`config.mk`:
```
export PLATFORM = sky130hd
export DESIGN_NAME = hsi_regbank
export DESIGN_NICKNAME = d
export VERILOG_FILES = /design/src/rtl/hsi_pkg.sv /design/src/rtl/hsi_pin_sync.sv /design/src/rtl/hsi_label_map.sv /design/src/rtl/hsi_cmd_engine.sv /design/src/rtl/hsi_regbank.sv
export SDC_FILE = /design/constraint.sdc
export NUM_CORES = 1
export LEC_CHECK = 0
export BUFFER_PORTS_ARGS = -buffer_cell sky130_fd_sc_hd__buf_2
export CAP_MARGIN = 15
export CORE_MARGIN = 4
export CORE_UTILIZATION = 58
export CTS_CLUSTER_DIAMETER = 150
export CTS_CLUSTER_SIZE = 30
export DETAILED_ROUTE_END_ITERATION = 6
export PLACE_DENSITY = 0.91
export SYNTH_ARGS = -nofsm -noshare
export SYNTH_HDL_FRONTEND = slang
export SYNTH_SLANG_ARGS = --single-unit
```
`constraint.sdc`:
```
create_clock -name clk -period 3 [get_ports clk]
set_input_delay 0.9 -clock clk [delete_from_list [all_inputs] [get_ports clk]]
set_output_delay 0.9 -clock clk [all_outputs]
set_load 0.005 [all_outputs]
```
`src/rtl/hsi_pkg.sv`:
```
package hsi_pkg;

    // command byte values
    localparam logic [7:0] OP_MRST    = 8'h01;
    localparam logic [7:0] OP_LCLR    = 8'h02;
    localparam logic [7:0] OP_LSET    = 8'h03;
    localparam logic [7:0] OP_LWR     = 8'h06;
    localparam logic [7:0] OP_DIVWR   = 8'h07;
    localparam logic [7:0] OP_RDWORD  = 8'h08;
    localparam logic [7:0] OP_DUMP    = 8'h09;
    localparam logic [7:0] OP_RDSTAT  = 8'h0A;
    localparam logic [7:0] OP_RDCTRL  = 8'h0B;
    localparam logic [7:0] OP_RDDIV   = 8'h0C;
    localparam logic [7:0] OP_RDLBL   = 8'h0D;
    localparam logic [7:0] OP_CTRLWR  = 8'h10;

    typedef enum logic {
        PH_OPC  = 1'b0,
        PH_DATA = 1'b1
    } phase_e;

    typedef struct packed {
        logic [4:0] rsvd;
        logic       full;
        logic       half;
        logic       empty;
    } stat_t;

    function automatic stat_t make_stat(input logic e, input logic h, input logic f);
        stat_t s;
        s.rsvd  = '0;
        s.full  = f;
        s.half  = h;
        s.empty = e;
        return s;
    endfunction

    function automatic logic is_word_read(input logic [7:0] op);
        return (op == OP_RDWORD) || (op == OP_DUMP);
    endfunction

endpackage

```
`src/rtl/hsi_pin_sync.sv`:
```
module hsi_pin_sync #(
    parameter int STAGES = 2
) (
    input  logic clk,
    input  logic rst,
    input  logic sck_pin,
    input  logic csn_pin,
    input  logic si_pin,
    output logic sck_rise,
    output logic sck_fall,
    output logic cs_act,
    output logic si_s
);
    // packed lane order: {si, cs_n, sck}
    localparam logic [2:0] IDLE_VAL = 3'b010;

    generate
        for (genvar g = 0; g < STAGES; g++) begin : g_stage
            logic [2:0] q;
            if (g == 0) begin : g_first
                always_ff @(posedge clk) begin
                    if (rst) q <= IDLE_VAL;
                    else     q <= {si_pin, csn_pin, sck_pin};
                end
            end else begin : g_next
                always_ff @(posedge clk) begin
                    if (rst) q <= IDLE_VAL;
                    else     q <= g_stage[g-1].q;
                end
            end
        end
    endgenerate

    logic [2:0] last;
    logic       sck_d;

    assign last = g_stage[STAGES-1].q;

    always_ff @(posedge clk) begin
        if (rst) sck_d <= 1'b0;
        else     sck_d <= last[0];
    end

    assign sck_rise = last[0] & ~sck_d;
    assign sck_fall = ~last[0] & sck_d;
    assign cs_act   = ~last[1];
    assign si_s     = last[2];
endmodule

```
`src/rtl/hsi_label_map.sv`:
```
module hsi_label_map #(
    parameter  int NUM = 256,
    localparam int AW  = $clog2(NUM)
) (
    input  logic           clk,
    input  logic           rst,
    input  logic           set_all,
    input  logic           clr_all,
    input  logic           wr_en,
    input  logic [AW-1:0]  wr_idx,
    input  logic           wr_val,
    output logic [NUM-1:0] map
);
    generate
        for (genvar g = 0; g < NUM; g++) begin : g_ent
            logic q;
            always_ff @(posedge clk) begin
                if (rst || clr_all)                   q <= 1'b0;
                else if (set_all)                     q <= 1'b1;
                else if (wr_en && wr_idx == AW'(g))   q <= wr_val;
            end
            assign map[g] = q;
        end
    endgenerate
endmodule

```
`src/rtl/hsi_cmd_engine.sv`:
```
module hsi_cmd_engine
    import hsi_pkg::*;
#(
    parameter  int CTRL_W  = 16,
    parameter  int DIV_W   = 8,
    parameter  int NUM     = 256,
    parameter  int WORD_W  = 32,
    localparam int LBL_AW  = $clog2(NUM),
    localparam int CNT_W   = LBL_AW + 1,
    localparam int CTRL_AW = $clog2(CTRL_W),
    localparam int DIV_AW  = $clog2(DIV_W),
    localparam int WORD_AW = $clog2(WORD_W)
) (
    input  logic              clk,
    input  logic              rst,
    input  logic              sck_rise,
    input  logic              sck_fall,
    input  logic              cs_act,
    input  logic              si_s,
    input  logic [WORD_W-1:0] fifo_rd_data,
    input  logic              fifo_empty,
    input  stat_t             stat,
    input  logic [NUM-1:0]    labels,
    output logic              so,
    output logic              fifo_pop,
    output logic              mreset,
    output logic              lbl_set,
    output logic              lbl_clr,
    output logic              lbl_we,
    output logic [LBL_AW-1:0] lbl_idx,
    output logic              lbl_val,
    output logic [CTRL_W-1:0] ctrl_reg,
    output logic [DIV_W-1:0]  clk_div
);
    phase_e              phase;
    logic [7:0]          opsr;
    logic [2:0]          opcnt;
    logic [7:0]          op_q;
    logic [CNT_W-1:0]    dcnt;
    logic [WORD_AW-1:0]  wbit;
    logic [CTRL_W-1:0]   wsr;
    logic [WORD_W-1:0]   rx_word;
    logic                live;
    logic                pend1, pend2;
    logic                rd_bit;
    logic [7:0]          new_op;
    logic [7:0]          stat_v;

    assign new_op = {opsr[6:0], si_s};
    assign stat_v = stat;

    // bit presented for the current data position
    always_comb begin
        rd_bit = 1'b0;
        case (op_q)
            OP_RDCTRL: if (dcnt < CNT_W'(CTRL_W))
                rd_bit = ctrl_reg[CTRL_AW'(CTRL_W-1) - dcnt[CTRL_AW-1:0]];
            OP_RDDIV:  if (dcnt < CNT_W'(DIV_W))
                rd_bit = clk_div[DIV_AW'(DIV_W-1) - dcnt[DIV_AW-1:0]];
            OP_RDSTAT: if (dcnt < CNT_W'(8))
                rd_bit = stat_v[3'd7 - dcnt[2:0]];
            OP_RDLBL:  if (dcnt < CNT_W'(NUM))
                rd_bit = labels[LBL_AW'(NUM-1) - dcnt[LBL_AW-1:0]];
            OP_RDWORD, OP_DUMP:
                rd_bit = rx_word[WORD_AW'(WORD_W-1) - wbit];
            default: rd_bit = 1'b0;
        endcase
    end

    always_ff @(posedge clk) begin
        if (rst) begin
            phase    <= PH_OPC;
            opsr     <= '0;
            opcnt    <= '0;
            op_q     <= '0;
            dcnt     <= '0;
            wbit     <= '0;
            wsr      <= '0;
            rx_word  <= '0;
            live     <= 1'b0;
            pend1    <= 1'b0;
            pend2    <= 1'b0;
            so       <= 1'b0;
            fifo_pop <= 1'b0;
            mreset   <= 1'b0;
            lbl_set  <= 1'b0;
            lbl_clr  <= 1'b0;
            lbl_we   <= 1'b0;
            lbl_idx  <= '0;
            lbl_val  <= 1'b0;
            ctrl_reg <= '0;
            clk_div  <= '0;
        end else begin
            fifo_pop <= 1'b0;
            mreset   <= 1'b0;
            lbl_set  <= 1'b0;
            lbl_clr  <= 1'b0;
            lbl_we   <= 1'b0;
            pend1    <= 1'b0;
            pend2    <= pend1;

            if (!cs_act) begin
                phase <= PH_OPC;
                opcnt <= '0;
                dcnt  <= '0;
                wbit  <= '0;
                so    <= 1'b0;
                op_q  <= '0;
            end else begin
                if (sck_rise) begin
                    if (phase == PH_OPC) begin
                        opsr  <= new_op;
                        opcnt <= opcnt + 3'd1;
                        if (opcnt == 3'd7) begin
                            phase <= PH_DATA;
                            op_q  <= new_op;
                            dcnt  <= '0;
                            wbit  <= '0;
                            case (new_op)
                                OP_MRST: begin
                                    mreset   <= 1'b1;
                                    ctrl_reg <= '0;
                                    live     <= 1'b0;
                                    rx_word  <= '0;
                                end
                                OP_LCLR: lbl_clr <= 1'b1;
                                OP_LSET: lbl_set <= 1'b1;
                                default: ;
                            endcase
                            if (is_word_read(new_op)) begin
                                rx_word <= fifo_empty ? '0 : fifo_rd_data;
                                live    <= ~fifo_empty;
                            end
                        end
                    end else begin
                        if (dcnt != '1) dcnt <= dcnt + 1'b1;
                        wbit <= wbit + 1'b1;
                        wsr  <= {wsr[CTRL_W-2:0], si_s};
                        case (op_q)
                            OP_CTRLWR: if (dcnt == CNT_W'(CTRL_W-1))
                                ctrl_reg <= {wsr[CTRL_W-2:0], si_s};
                            OP_DIVWR:  if (dcnt == CNT_W'(DIV_W-1))
                                clk_div <= {wsr[DIV_W-2:0], si_s};
                            OP_LWR: if (dcnt < CNT_W'(NUM)) begin
                                lbl_we  <= 1'b1;
                                lbl_idx <= LBL_AW'(NUM-1) - dcnt[LBL_AW-1:0];
                                lbl_val <= si_s;
                            end
                            OP_RDWORD, OP_DUMP: if (wbit == '1 && live) begin
                                fifo_pop <= 1'b1;
                                live     <= 1'b0;
                                rx_word  <= '0;
                                pend1    <= (op_q == OP_DUMP);
                            end
                            default: ;
                        endcase
                    end
                end
                if (sck_fall) so <= (phase == PH_DATA) ? rd_bit : 1'b0;
                if (pend2) begin
                    rx_word <= fifo_empty ? '0 : fifo_rd_data;
                    live    <= ~fifo_empty;
                end
            end
        end
    end
endmodule

```
`src/rtl/hsi_regbank.sv`:
```
module hsi_regbank
    import hsi_pkg::*;
#(
    parameter int CTRL_W      = 16,
    parameter int DIV_W       = 8,
    parameter int NUM_LABELS  = 256,
    parameter int WORD_W      = 32,
    parameter int SYNC_STAGES = 2
) (
    input  logic                  clk,
    input  logic                  rst,
    input  logic                  sck,
    input  logic                  cs_n,
    input  logic                  si,
    output logic                  so,
    input  logic [WORD_W-1:0]     fifo_rd_data,
    input  logic                  fifo_empty,
    input  logic                  fifo_half,
    input  logic                  fifo_full,
    output logic                  fifo_pop,
    output logic                  mreset,
    output logic [CTRL_W-1:0]     ctrl_reg,
    output logic [DIV_W-1:0]      clk_div,
    output logic [NUM_LABELS-1:0] label_en
);
    localparam int LBL_AW = $clog2(NUM_LABELS);

    logic              sck_rise, sck_fall, cs_act, si_s;
    logic              lbl_set, lbl_clr, lbl_we, lbl_val;
    logic [LBL_AW-1:0] lbl_idx;
    stat_t             stat;

    assign stat = make_stat(fifo_empty, fifo_half, fifo_full);

    hsi_pin_sync #(.STAGES(SYNC_STAGES)) u_sync (
        .clk(clk), .rst(rst),
        .sck_pin(sck), .csn_pin(cs_n), .si_pin(si),
        .sck_rise(sck_rise), .sck_fall(sck_fall),
        .cs_act(cs_act), .si_s(si_s)
    );

    hsi_cmd_engine #(
        .CTRL_W(CTRL_W), .DIV_W(DIV_W), .NUM(NUM_LABELS), .WORD_W(WORD_W)
    ) u_eng (
        .clk(clk), .rst(rst),
        .sck_rise(sck_rise), .sck_fall(sck_fall), .cs_act(cs_act), .si_s(si_s),
        .fifo_rd_data(fifo_rd_data), .fifo_empty(fifo_empty),
        .stat(stat), .labels(label_en),
        .so(so), .fifo_pop(fifo_pop), .mreset(mreset),
        .lbl_set(lbl_set), .lbl_clr(lbl_clr), .lbl_we(lbl_we),
        .lbl_idx(lbl_idx), .lbl_val(lbl_val),
        .ctrl_reg(ctrl_reg), .clk_div(clk_div)
    );

    hsi_label_map #(.NUM(NUM_LABELS)) u_map (
        .clk(clk), .rst(rst),
        .set_all(lbl_set), .clr_all(lbl_clr),
        .wr_en(lbl_we), .wr_idx(lbl_idx), .wr_val(lbl_val),
        .map(label_en)
    );
endmodule

```
Yosys cells after proc, flatten, opt, wreduce, memory -nomap -nowiden:

Cells that the tools add are included.

* register bits: 385
* bits in latches: 0
* memories kept: 0
* output and inout bits: 283
* ROM bits: 0
* memory bits (writable): 0
* input port bits: 40
* logic and storage cells: 1684

* muxes and demuxes: 562
* shifts and indexed selects: 0
* eq/ne operators: 279
* multipliers: 0
* div/mod/pow operators: 0
* magnitude comparators: 7
* bitwise logic cells: 12
* add/sub/neg operators: 7
* reduce and logical (&&, ||, !) cells: 537

Operators with widths (number)
* $eq A8 B8 Y1 const B: 128
* $mux W1: 537
* $reduce_bool A2 Y1: 259
* $eq A8 B7 Y1 const B: 64
* $mux W32: 9
* $logic_and A1 B1 Y1: 257
* $eq A8 B6 Y1 const B: 32
* $eq A8 B5 Y1 const B: 17
* $eq A8 B4 Y1 const B: 16
* $mux W16: 5
* $eq A8 B3 Y1 const B: 6
* $eq A8 B2 Y1 const B: 4
* $mux W9: 3
* $eq A8 B1 Y1 const B: 2
* $reduce_or A5 Y1: 3
* $reduce_and A3 Y1: 4
* $reduce_and A6 Y1: 2
* $mux W5: 2
* $not A1 Y1: 10
* $reduce_and A5 Y1: 2
* $add A9 B1 Y9 const B: 1
* $eq A9 B3 Y1 const B: 1
* $eq A9 B4 Y1 const B: 1
* $lt A8 B9 Y1 const B: 1
* other kinds (30): 38

Logic depth before layout (Yosys ltp):

Gate-level depths: netlist of the first run.

* word-level depth: 7
* mapped depth: 12
* gate-level depth less buffers: 10

By module:

Synthesis of the first run repeated with hierarchy kept, for this count alone.

* cells, all modules: 2320
* area total of the unflattened synthesis: 21893.5 µm²

Modules (own cells, without submodules)
* hsi_label_map: seq. area each 5124.9 µm², area each 14377.5 µm², cells each 1606, times used 1
* hsi_cmd_engine: seq. area each 2442.3 µm², area each 7312.0 µm², cells each 696, times used 1
* hsi_pin_sync: seq. area each 140.1 µm², area each 200.2 µm², cells each 17, times used 1
* hsi_regbank: seq. area each 0.0 µm², area each 3.8 µm², cells each 1, times used 1

Worst setup path after synthesis of the first run:

Ideal clock, no wire load.

* path type: input port to flip-flop
* from: input port rst
* to: register u_eng.so
* path slack: 0.598 ns
* data required time: 2.931 ns
* library setup time: 0.069 ns
* buffers on the path: 1
* data arrival time: 2.333 ns
* stages: 6
* path through: clkbuf_1 or2_2 or4b_1 nor4_1 o31ai_1 o21ai_1

* longest elaborated chain between the ends: 1

Ends and longest elaborated chain
* start: declaration: RTL line hsi_regbank.sv:11 `input logic rst,`
* $reduce_or A2 Y1 (no line)
* end signal: assignment: RTL line hsi_cmd_engine.sv:159 `if (sck_fall) so <= (phase == PH_DATA) ? rd_bit : 1'b0;`
* end: declaration: RTL line hsi_cmd_engine.sv:24 `output logic so,`

No other way between the ends.
A chain may end at the register's enable or synchronous reset.

Worst setup path after layout of the first run:

* from: register u_eng.wbit[1]
* to: register u_eng.rx_word[14]

* longest elaborated chain between the ends: 4

Ends and longest elaborated chain
* start: declaration: RTL line hsi_cmd_engine.sv:40 `logic [WORD_AW-1:0] wbit;`
* start signal: assignment: RTL line hsi_cmd_engine.sv:137 `wbit <= wbit + 1'b1;`
* $eq A5 B5 Y1: RTL line hsi_cmd_engine.sv:149 `OP_RDWORD, OP_DUMP: if (wbit == '1 && live) begin`
* $logic_and A1 B1 Y1: RTL line hsi_cmd_engine.sv:149
* $ne A3 B3 Y1 (no line)
* $reduce_and A6 Y1 (no line)
* end signal: assignment: RTL line hsi_cmd_engine.sv:131 `rx_word <= fifo_empty ? '0 : fifo_rd_data;`
* end signal: assignment: RTL line hsi_cmd_engine.sv:161 `rx_word <= fifo_empty ? '0 : fifo_rd_data;`
* end: declaration: RTL line hsi_cmd_engine.sv:42 `logic [WORD_W-1:0] rx_word;`

No other way between the ends.

==> results of run 1 <==
[final timing paths]
kind / from / to / slack (ns)
setup / recovery: u_eng.wbit[1] / u_eng.rx_word[14] / 0.29
setup reg to reg: u_eng.wbit[1] / u_eng.rx_word[14] / 0.29
hold reg to reg: u_sync.g_stage[0].q[1] / u_sync.g_stage[1].q[1] / 0.43
hold / removal: u_sync.g_stage[0].q[1] / u_sync.g_stage[1].q[1] / 0.43
[kinds of logic (layout without fill, tap and decap cells)]
| kind of cell | count (synthesis) | in the layout | share of synthesized area (%) |
|---|---|---|---|
| AND/OR/NAND/NOR | 652 | 652 | 14.0 |
| buffers and inverters | 462 | 435 | 13.8 |
| AO/OA/AOI/OAI | 440 | 440 | 12.0 |
| flip-flops | 385 | 385 | 37.8 |
| multiplexers | 370 | 370 | 21.7 |
| adder cells (fa/ha/maj) | 6 | 6 | 0.368 |
| XOR/XNOR | 5 | 5 | 0.215 |
[per-stage QoR]
stage,instances,cell area [µm²],hold WS (ns),utilization [%],setup slack [ns]
after CTS,2748,21100,0.423,60.9,0.321
after floorplan,2320,20400,0.389,-,0.598
after global routing,2748,21100,0.451,60.9,0.0408
final,2748,21100,0.427,60.9,0.294
after global placement,2728,20600,0.398,59.6,0.428
after detailed placement,2728,20600,0.397,59.6,0.348
[metal layers]
metal | vias to the layer above | part of all wire (%)
li1 | 7715 | -
met1 | 8182 | 36
met3 | 296 | 13
met2 | 1269 | 45
met4 | 0 | 6.7
met5 | - | 0
[cells in the final DEF, fill, tap and decap left out, types with 8 or more instances in the layout]
| cell | count |
|---|---|
| a21oi_1 | 335 |
| nor2_1 | 135 |
| mux2i_1 | 309 |
| nand3_1 | 56 |
| a22oi_1 | 26 |
| dfxtp_1 | 381 |
| a31oi_1 | 13 |
| o221ai_1 | 10 |
| buf_12 | 13 |
| nand2b_1 | 17 |
| nor3_1 | 18 |
| o21ai_0 | 13 |
| nand2_1 | 340 |
| clkbuf_16 | 17 |
| and3_1 | 8 |
| buf_2 | 322 |
| mux4_2 | 58 |
| and2_1 | 13 |
| nor2b_1 | 15 |
| buf_4 | 74 |
[worst max-delay path: cells and delay by family (launching register included)]
kind	cells	cell delay [ns]
adder cells (fa/ha/maj)	2	0.40
buffers and inverters	1	0.31
AO/OA/AOI/OAI	3	0.65
flip-flops	1	0.55
AND/OR/NAND/NOR	4	0.70
[area by class of cell]
cell class              instances  share of cell area, %
multi-input cells            1473                   46.9
clock buffers                  19                   2.05
flip-flops and latches        385                   36.6
repair buffers                409                   11.5
well taps                     455                   2.70
clock inverters                 1                 0.0356
inverters                       6                  0.131
[power groups by stage]
stage          clock [µW]  sequential (µW)  combinational [µW]
6_report             2670             5120                 130
5_1_grt              2840             5120                 139
4_1_cts              2680             5120                 126
3_5_place_dp            0             5230                 125
3_3_place_gp            0             5230                 125
2_1_floorplan           0             5230                78.8
==> qor.csv, run 1 <==
metric,value,unit
grt ovf,0,
dpl hpwl,46000,µm
clock buffer depth,3,
Syn Area/Cell,8.79,µm²
number of fill cells,2854,
area of the die,38200,µm²
Antenna diodes,0,
gr busiest metal,met2,
CP Capture Type,flip-flop,
I/O Pins,323,
count of cell types in the netlist,69,
Syn Std Cell Area,20400,µm²
max reg flops,256,
HP Class,reg2reg,
Post-Syn Instances,2320,
Tightest Pin Transition,0.935,ns
Post-route DRC,0,
clock sink count,385,
crit path DAT,3.15,ns
P_sw,1730,µW
Num CTS Buffers,16,
ranking of synthesized cells by instance count,"385 x dfxtp_1, 340 x nand2_1, 335 x a21oi_1",
yosys warns,0,
syn_nets,2366,
post-route setup TNS,0,ns
FF/Latch Area,7720,µm²
#FFs+latches synth,385,
Relative slew margins,37.6,%
Post-synth ARST share,0,%
skew final,0.0183,ns
combinational power share,1.6,%
number of buffers inserted by hold repair at cts,0,
largest area contributor in the netlist,dfxtp_1,
via count,17462,
Switching Fraction,21.8,%
PD cells,376,nW/µm²
Design Power,7920,µW
Post-synth EDFFs,0,
"Primary FF master, synth",dfxtp_1,
Worst-path clk slew,0.11,ns
largest net degree at the start of global routing,122,
Final Cycle Share,90.2,%
post-CTS setup buffers,0,
max incr delay on CP,0.55,ns
RSZ-0062 raised after global routing,false,
register share of total power,64.6,%
Setup Viol. Count Final,0,
row count,68,
Layout area overhead,3.34,%
antenna violations before repair,1,
drt pass-1 iters,6,
Clock Latency Late Sink,0.54,ns
CP required,3.45,ns
GR Util met3,8.51,%
routed wire length,64300,µm
first-pass GRT wire length,96300,µm
Tot GR Track Use,31.4,%
GPL Wtd Cong,0.959,
crit start category,flip-flop,
H-tree levels,1,
Int Pwr,6190,µW
via density per instance,6.35,
GR Layer Usage met2,50.1,%
DIE WIDTH,196,µm
multi-input logic area,9900,µm²
drt initial violations,2674,
number of global-route vias before repair,16506,
register area share after synthesis,37.8,%
Hold Path Depth,1,
crit path max-delay cell type,dfxtp_1,
CP Class,reg2reg,
CP Cell Sequence,ha_1 -> and3_1 -> ha_1 -> nand3_1 -> nor4_1 -> a2bb2oi_1 -> o21ba_2 -> buf_4 -> nand3_1 -> a21oi_1,
status,"complete, no violations",
CP Max Fanout,33,
clock share of power,33.7,%
min Tclk post-route,2.71,ns
fmax,370,MHz
starting density of the core,58.9,%
post-route ant nets,0,
root buf cell,clkbuf_16,
met1 Track Usage GR,38.8,%
Area contributors post-synth,"dfxtp_1 38%, mux2i_1 15%, buf_4 9.8%",
VDD IR-drop max,0.000421,V
PostCTS Resize Cnt,0,
Slew Limit Fails,0,
CTS tree,yes,
die height,196,µm
DR WL/cell,23.4,µm
Fin. Hold Viols,0,
top-count cell post-synth,dfxtp_1,
final net count,2337,
max cap viols,0,
leakage power,0.00904,µW
worst reg2reg path depth,10,
Core ar.,34600,µm²
Buffers on Ports,322,
layout cells sized above 1,22.4,%
share of Yosys cell area claimed by the top area cell type,37.8,%
Note: power is estimated with default switching activity, not from simulation.
==> run 2: changes to the inputs <==
--- a/config.mk
+++ b/config.mk
@@ -15,2 +15,3 @@
 export PLACE_DENSITY = 0.91
+export SLEW_MARGIN = 20
 export SYNTH_ARGS = -nofsm -noshare
==> constraint.sdc (replaced) <==
create_clock -name clk -period 3 [get_ports clk]
set_input_delay 0.15 -clock clk [delete_from_list [all_inputs] [get_ports clk]]
set_output_delay 0.15 -clock clk [all_outputs]
set_load 0.005 [all_outputs]
==> run 2 against run 1 <==
Worst hold slack lost 0.41 ns. Largest cell class unchanged. Utilization grew 0.90 points. Wire length grew 3.1%. Highest routed layer unchanged. Maximum frequency shrank 5.0%. Register-to-register slack lost 0.14 ns. Via count grew 1.9%.
==> qor.csv, run 2 (synthesis gave the netlist of run 1 again) <==
metric,value,unit,change
first-pass GRT wire length,99600,µm,+3.4%
Core ar.,34600,µm²,unchanged
routed wire length,66300,µm,+3.1%
fmax,351,MHz,-5.0%
leakage power,0.00917,µW,+1.5%
area of the die,38200,µm²,unchanged
CP Max Fanout,17,,-48%
Slew Limit Fails,0,,unchanged
GPL Wtd Cong,0.969,,+1.0%
worst reg2reg path depth,8,,-2
Reg-to-Reg Start,u_eng.dcnt[0],,
final net count,2370,,+1.4%
largest net degree at the start of global routing,178,,+46%
clock sink count,385,,unchanged
Layout area overhead,4.86,%,
layout cells sized above 1,22.0,%,-0.36 points
crit path DAT,3.27,ns,+0.12 ns
die height,196,µm,unchanged
CP required,3.42,ns,-0.03 ns
Clock Latency Late Sink,0.53,ns,about the same
Final Cycle Share,95.0,%,+4.8 points
Relative slew margins,40.7,%,+3.0 points
max reg flops,256,,unchanged
HP Class,in2reg,,
hold path start,rst,,
drt pass-1 iters,6,,unchanged
post-route setup TNS,0,ns,unchanged
status,"complete, no violations",,
Post-route DRC,0,,unchanged
drt initial violations,2503,,-6.4%
Hold Path Depth,2,,+1
I/O Pins,323,,unchanged
Design Power,7940,µW,+0.27%
most frequent cells in the layout,"380 x dfxtp_1, 340 x nand2_1, 335 x a21oi_1",,
Post-Route Utilization,61.8,%,+0.90 points
VDD IR-drop max,0.000393,V,-6.8%
post-route ant nets,0,,unchanged
row count,68,,unchanged
RSZ-0062 raised after global routing,false,,
Tightest Pin Transition,0.890,ns,-0.0453 ns
multi-input logic area,9900,µm²,unchanged
number of fill cells,2767,,-3.0%
hold-critical path endpoint,u_eng.lbl_idx[3],,
Tot GR Track Use,32.5,%,+1.1 points
Worst-path clk slew,0.12,ns,about the same
via density per instance,6.40,,+0.70%
skew final,0.0149,ns,-0.00336 ns
Fin. Hold Viols,0,,unchanged
dpl hpwl,46200,µm,+0.39%
FF/Latch Area,7720,µm²,about the same
H-tree levels,1,,unchanged
starting density of the core,58.9,%,unchanged
PD cells,371,nW/µm²,-1.2%
antenna violations before repair,0,,-1
Antenna diodes,0,,unchanged
grt ovf,0,,unchanged
clock buffer depth,3,,unchanged
crit start category,flip-flop,,
max cap viols,0,,unchanged
DR WL/cell,23.8,µm,+1.9%
CP Capture Type,flip-flop,,
min Tclk post-route,2.85,ns,+0.144 ns
CP Class,reg2reg,,
Num CTS Buffers,16,,unchanged
worst reg2reg setup slack,0.15,ns,-0.14 ns
Setup Viol. Count Final,0,,unchanged
DIE WIDTH,196,µm,unchanged
number of global-route vias before repair,16647,,+0.85%
CTS tree,yes,,
via count,17795,,+1.9%
root buf cell,clkbuf_16,,
"leading cell type in the layout, fill and taps excluded",dfxtp_1,,
Critical R2R Capture,u_eng.so,,
Buffers on Ports,322,,unchanged
[run 2: metrics by stage]
stage | setup WS, ns | instances | instance area [µm²] | hold slack (ns)
after floorplan | 0.831 | 2320 | 20400 | 0.254
after global placement | 0.300 | 2726 | 20600 | 0.338
after detailed placement | 0.292 | 2726 | 20600 | 0.345
after CTS | 0.256 | 2781 | 21400 | 0.00862
after global routing | 0.0288 | 2781 | 21400 | 0.0377
final | 0.150 | 2781 | 21400 | 0.0181
[run 2: cell type report]
class | instances | area share, %
Sequential cell | 385 | 36.1
Timing Repair Buffer | 442 | 12.8
Tap cell | 455 | 2.66
Clock buffer | 19 | 2.02
Inverter | 6 | 0.129
Clock inverter | 1 | 0.0351
Multi-Input combinational cell | 1473 | 46.3
[run 2: worst max-delay path, stage by stage (launching register included)]
cell and delay (ns):
dfxtp_4 0.63, buf_4 0.26, mux4_2 0.50, and3_1 0.19, nor4b_1 0.56, a22o_1 0.25, o311ai_0 0.13, o211ai_1 0.12
o21ai_1 0.09
[run 2: what timing repair did]
action                                  4_1_cts  5_1_grt
endpoints found under the setup margin        0        1
buffers inserted                              0        0
hold buffers                                 35        0
gates resized for setup                       0        1
endpoints found under the hold margin        35        0
[run 2: how the worst max path moves through the flow]
stage                        startpoint                 to  slack, ns  cells past startpoint
after floorplan           u_eng.dcnt[2]      u_eng.dcnt[5]       0.83                     12
after global placement    u_eng.dcnt[0]           u_eng.so       0.30                      8
final                     u_eng.dcnt[0]           u_eng.so       0.15                      8
after CTS                 u_eng.dcnt[0]           u_eng.so       0.26                      8
after detailed placement  u_eng.dcnt[0]           u_eng.so       0.29                      8
after global routing      u_eng.wbit[1]  u_eng.rx_word[30]       0.03                     10
[run 2: routing by layer]
metal | part of all wire (%) | global-route usage, % | vias to the layer above
li1 | - | - | 7769
met2 | 45 | 51.1 | 1315
met4 | 7.3 | 18.5 | 0
met3 | 13 | 9.32 | 313
met5 | 0 | 0 | -
met1 | 35 | 40.1 | 8398
[run 2: where the power goes]
group          leakage, µW  switching [µW]  internal (µW)  total (µW)
combinational      0.00585             103           63.2         166
sequential         0.00310            4.67           5110        5120
clock             0.000212            1610           1040        2660
total              0.00917            1720           6220        7940
